`src/rtl/fsc_pkg.sv`:
```
package fsc_pkg;

  typedef enum logic [1:0] {
    FSC_CLEAN  = 2'd0,
    FSC_SINGLE = 2'd1,
    FSC_DOUBLE = 2'd2
  } fsc_class_e;

  // Overall parity odd -> one flip; even parity with a non-zero position code -> two flips.
  function automatic fsc_class_e fsc_classify(input logic par_odd, input logic pos_nz);
    if (par_odd)     return FSC_SINGLE;
    else if (pos_nz) return FSC_DOUBLE;
    else             return FSC_CLEAN;
  endfunction

endpackage

```
`src/rtl/fsc_result_reg.sv`:
```
// Registered result: syndrome, classification, error flag and one-cycle strobe.
module fsc_result_reg
  import fsc_pkg::*;
#(
  parameter int SYN_W = 12
) (
  input  logic             clk,
  input  logic             rst,
  input  logic             load,
  input  logic [SYN_W-1:0] syn_in,
  output logic             valid,
  output logic [SYN_W-1:0] syn,
  output logic             err,
  output logic [1:0]       cls
);

  fsc_class_e cls_d;

  always_comb cls_d = fsc_classify(syn_in[SYN_W-1], |syn_in[SYN_W-2:0]);

  always_ff @(posedge clk) begin
    if (rst) begin
      valid <= 1'b0;
      syn   <= '0;
      err   <= 1'b0;
      cls   <= FSC_CLEAN;
    end else begin
      valid <= load;
      if (load) begin
        syn <= syn_in;
        cls <= cls_d;
        err <= (cls_d != FSC_CLEAN);
      end
    end
  end

endmodule

```
`config.mk`:
```
export PLATFORM = sky130hd
export DESIGN_NAME = fsc_result_reg
export DESIGN_NICKNAME = d
export VERILOG_FILES = /design/src/rtl/fsc_pkg.sv /design/src/rtl/fsc_result_reg.sv
export SDC_FILE = /design/constraint.sdc
export NUM_CORES = 1
export LEC_CHECK = 0
export BUFFER_PORTS_ARGS = -buffer_cell sky130_fd_sc_hd__buf_2
export CORE_MARGIN = 5
export CORE_UTILIZATION = 37
export DETAILED_ROUTE_END_ITERATION = 8
export HOLD_SLACK_MARGIN = 0.02
export PLACE_DENSITY = 0.83
export SYNTH_ARGS = -nofsm -noshare
export SYNTH_HDL_FRONTEND = slang
export SYNTH_SLANG_ARGS = --single-unit
export TNS_END_PERCENT = 100
```
`constraint.sdc`:
```
create_clock -name clk -period 1 [get_ports clk]
set_input_delay 0.1 -clock clk [delete_from_list [all_inputs] [get_ports clk]]
set_output_delay 0.1 -clock clk [all_outputs]
set_load 0.1 [all_outputs]
```
==> metrics, run 1 <==
status=completed; PD cells=1540 nW/um2; hold path endpoint=syn[4]; remaining global-route overflow=0; CTS tree=done; DP Cell Count=100; maximum clock frequency=1000 MHz; area added between synthesis and finish=83.4%; H-tree depth=1; top_reg_cell synth=dfxtp_1; Min Hold Slack=0.0699 ns; Worst-Skew Late Latency=0.28 ns; worst reg-to-reg path cell count=2; CTS Hold Bufs=0; clk slew on worst S/H paths=0.08 ns; worst path arrival time=0.90 ns; synth unique cells=17; DP Worst Slack=-0.148 ns; Rows=14; Critical Path Fanout Max=2; register area=322 um2; number of fillers in the final layout=111; DR WL/cell=14.5 um; Adder-Cell Fraction of Synth Area=0%; # IOs=31; worst reg-to-reg setup slack=0.05 ns; register area share after synthesis=53.7%; CTS max path bufs=2; largest area contributor in the netlist=dfxtp_1; DRC viols=0; Ant. Diodes=0; final worst-path setup slack=0.00271 ns; worst r2r src=cls[1]; #FFs+latches synth=15; syn nets=70; Core Region=1470 um2; Post-Synth Simple-Gate Area=14.5%; die area=2390 um2; dpl hpwl=1230 um; clock sinks=15; Post-CTS Setup Inserts=0; fraction of registers with async set/reset=0%; Post-Route WL=1510 um; xor and xnor fraction of the mapped netlist area=0%; Post-Syn Instances=55; unrepaired setup endpoints after global routing=yes; initial antenna violation count=0; final core occ=69.7%; CTS Buf Count=3; Final Hold Viols=0; vias in the first global route=579; most frequent cells in the layout=16 x buf_12, 14 x dfxtp_2, 14 x buf_2, 13 x nor2_1, 11 x mux2i_1; design area=1030 um2; CP required=0.90 ns; gr usage total=14.1%; reg2reg end=cls[1]; share of post-route cells with drive strength above 1=60.2%; Synth Cell Area=559 um2; Synth top area share=53.7%; Die Wd=48.9 um; Leak=0.462 nW; yosys warns=0; Final GP Congestion=0.736; Max Cap Viol=0; Placement Cell Area=990 um2; Initial DRT Pass Iterations=4; maximum VDD drop=1.24 mV; Initial Util=38.0%; main combinational cell family by area after synthesis=multiplexers; largest net degree at the start of global routing=16; Vert. Die Dim=48.9 um; min-delay src=syn_in[4]; first-pass GRT wire length=2560 um; minimum clock period=0.997 ns; number of enable flip-flop cells after synthesis=0; Compound-Gate Fraction of Synth Area=7.16%; Clk Tree Root Cell=clkbuf_4; Final nets=104; Worst Skew=0 ns; commonest non-fill, non-tap cell in the layout=buf_12; Slew HR=80.3%; HP Class=primary input to flop; worst setup path class=flop to output pin; average size of a mapped cell=10.2 um2; I/O Buffers=30; 1st-iter DRT viols=13; fin cells=104; mux cell area share after synthesis=19.7%; Hold Path Depth=3; Via density=5.09; Final Max Tran Viols=0; top post-synthesis cells by area=dfxtp_1 54%, mux2i_1 20%, nor2_1 8.7%; multi-input combinational cell area=238 um2; Slew @ Worst Pin=0.296 ns; CP Launch Type=flop; DR vias=529; final critical-path share of the clock period=99.7%; Worst setup EP type=output pin; post-route antenna net violation count=0; Final setup viols=0
-- timing repair --
item / in CTS / in global routing
gates cloned: 0 / 0
resized for setup: 1 / 2
endpoints found under the setup margin: 2 / 2
-- through the flow --
stage,setup TNS (ns),power [mW]
floorplan,-0.157,1.02
global placement,-0.170,1.24
detailed placement,-0.295,1.26
CTS,-0.0288,1.59
global route,-0.0480,1.65
finish,0,1.58
-- state kept, by name (all words and copies together) (netlist names) --
name / cells
syn: 11
cls: 2
err: 1
valid: 1
-- kinds of logic after synthesis --
| logic type | Yosys count |
|---|---|
| flops | 15 |
| simple gates | 18 |
| mux | 11 |
| buf+inv | 5 |
| compound gates | 6 |
-- cells in the mapped netlist, types with 2 or more instances --
| library cell | instances |
|---|---|
| dfxtp_1 | 15 |
| nor2_1 | 13 |
| mux2i_1 | 11 |
| buf_4 | 2 |
| nand2_1 | 2 |
-- per-layer routing --
layer / part of all wire (%) / wire, um / vias up / GRT usage (%)
met5: 0 / 0 / - / 0
met4: 3.6 / 55 / 0 / 12.1
met3: 7.1 / 107 / 5 / 3.98
met2: 54 / 809 / 21 / 24.3
met1: 36 / 537 / 246 / 13.4
li1: - / - / 257 / -
-- how the worst max path moves through the flow --
| stage | start | to | slack, ns | cells past startpoint |
|---|---|---|---|---|
| 4_1_cts | cls[1] | cls[1] | -0.02 | 2 |
| 2_1_floorplan | cls[1] | cls[1] | -0.16 | 2 |
| 3_5_place_dp | syn_in[3] | err | -0.15 | 4 |
| 6_report | cls[1] | cls[1] | 0.003 | 2 |
| 5_1_grt | cls[1] | cls[1] | -0.05 | 2 |
| 3_3_place_gp | syn_in[3] | err | -0.09 | 4 |
-- power breakdown --
| part | internal, mW | switching, mW |
|---|---|---|
| Clock | 0.155 | 0.182 |
| Sequential | 0.640 | 0.0392 |
| Combinational | 0.207 | 0.360 |
| Total | 1.00 | 0.581 |
-- worst max-delay path, cell delays in order, from the launching register on --
cell and delay (ns):
dfxtp_2 0.35, buf_6 0.10, buf_12 0.16
-- area by class of cell --
class	instances	area share [%]
Sequential cell	15	31.3
Tap cell	16	1.95
Multi-Input combinational cell	35	23.2
Inverter	1	0.366
Timing Repair Buffer	33	40.6
Clock buffer	4	2.56
No activity file was read; power rests on OpenSTA's default activity.
==> inputs of run 2 (changes only) <==
--- a/config.mk
+++ b/config.mk
@@ -6,10 +6,11 @@
 export NUM_CORES = 1
 export LEC_CHECK = 0
 export BUFFER_PORTS_ARGS = -buffer_cell sky130_fd_sc_hd__buf_2
+export CORE_ASPECT_RATIO = 0.9
 export CORE_MARGIN = 5
 export CORE_UTILIZATION = 37
 export DETAILED_ROUTE_END_ITERATION = 8
-export HOLD_SLACK_MARGIN = 0.02
+export HOLD_SLACK_MARGIN = 0.15
 export PLACE_DENSITY = 0.83
 export SYNTH_ARGS = -nofsm -noshare
 export SYNTH_HDL_FRONTEND = slang
==> metrics, run 2 (synthesis results as in run 1) <==
PD cells=1410 nW/um2; Final Hold Viols=0; worst reg-to-reg path cell count=2; Initial Util=39.1%; post-route antenna net violation count=0; CP Launch Type=flop; first-pass GRT wire length=3280 um; status=complete, but fails checks; minimum clock period=1.03 ns; H-tree depth=1; Final Max Tran Viols=0; CP max-delay cell=dfxtp_4; CTS tree=done; Final Power=1.68 mW; Critical Path Fanout Max=2; final core occ=83.4%; clk slew on worst S/H paths=0.10 ns; gr usage total=19.4%; clock sinks=15; Post-CTS Setup Inserts=0; CTS Buf Count=3; Post-Route WL=2080 um; 1st-iter DRT viols=9; Worst Skew=0 ns; number of flip-flops in the largest register=11; Die Wd=51.0 um; CP peak stage delay=0.37 ns; Final setup viols=1; CTS max path bufs=2; commonest non-fill, non-tap cell in the layout=buf_12; CP required=0.90 ns; Worst setup EP type=output pin; crit path buf inv count=2; Biggest register=syn; maximum VDD drop=1.22 mV; share of post-route cells with drive strength above 1=54.9%; Rows=13; dpl hpwl=1210 um; Crit path depth=2; fin cells=118; Hold Path Depth=4; area added between synthesis and finish=113%; die area=2390 um2; Worst-Skew Late Latency=0.28 ns; Setup TNS=-0.0264 ns; most frequent cells in the layout=16 x buf_12, 13 x nor2_1, 13 x dfxtp_2, 13 x buf_2, 12 x dlygate4sd3_1; # IOs=31; Largest regs=syn x11, cls x2; Initial DRT Pass Iterations=4; Slew HR=82.0%; Clk Tree Root Cell=clkbuf_4; worst setup path class=flop to output pin; worst path arrival time=0.93 ns; DRC viols=0; remaining global-route overflow=0; unrepaired setup endpoints after global routing=yes; DR vias=604; Core Region=1430 um2; Leak=0.536 nW; I/O Buffers=30; Slew @ Worst Pin=0.269 ns; crit path cell chain=buf_6, buf_12; maximum clock frequency=974 MHz; final worst-path setup slack=-0.0264 ns; final critical-path share of the clock period=103%; Max Cap Viol=0; Final nets=118; largest net degree at the start of global routing=16; initial antenna violation count=0; Final GP Congestion=0.646; Via density=5.12; family with the most delay on the worst path=flip-flops; DR WL/cell=17.6 um; Vert. Die Dim=46.9 um; HP Class=primary input to flop; vias in the first global route=683; failing checks=negative setup slack; DP Cell Count=100; DP Worst Slack=-0.121 ns
[run 2: cell type report]
type	count	area [um2]
timing repair buffer	47	559
fill	70	238
clock inverter	1	6.26
sequential	15	324
multi-input combinational	35	256
inverter	1	3.75
clock buffer	3	22.5
antenna	1	2.50
tap	15	18.8
[run 2: routing by layer]
metal,share of wire [%],track usage [%],wire (um),vias up
li1,-,-,-,283
met1,35,16.8,734,291
met2,55,36.6,1150,26
met3,7.8,9.84,162,4
met4,1.4,10.7,30,0
met5,0,0,0,-
[run 2: path summary, 6_finish.rpt]
kind | startpoint | endpoint | slack (ns)
worst max-delay path | cls[1] | cls[1] | -0.03
worst min-delay path | syn_in[5] | syn[5] | 0.18
worst max register to register | cls[1] | cls[1] | 0.03
worst min register to register | cls[0] | cls[0] | 0.53
[run 2: repair_timing]
item                       CTS  global route
cloned                       0             0
gates resized for setup      2             7
pin swaps                    0             3
hold endpoints to repair    15             0
setup endpoints to repair    2             3
hold buffers                13             0
[run 2: through the flow]
stage / area (um2) / hold WS (ns)
floorplan: 581 / 0.159
detailed placement: 996 / 0.374
global route: 1190 / 0.216
finish: 1190 / 0.180
CTS: 1160 / 0.152
global placement: 996 / 0.349
[run 2: power by group]
group	switching [mW]	total, mW	leakage (nW)	internal, mW
combinational	0.383	0.631	0.388	0.247
clock	0.216	0.371	0.0183	0.155
sequential	0.0413	0.680	0.130	0.639
[run 2: tightest hold or removal path, delay by kind of cell]
family	cells	cell delay (ns)
buffers and inverters	2	0.19
AND/OR/NAND/NOR	1	0.09
multiplexers	1	0.06
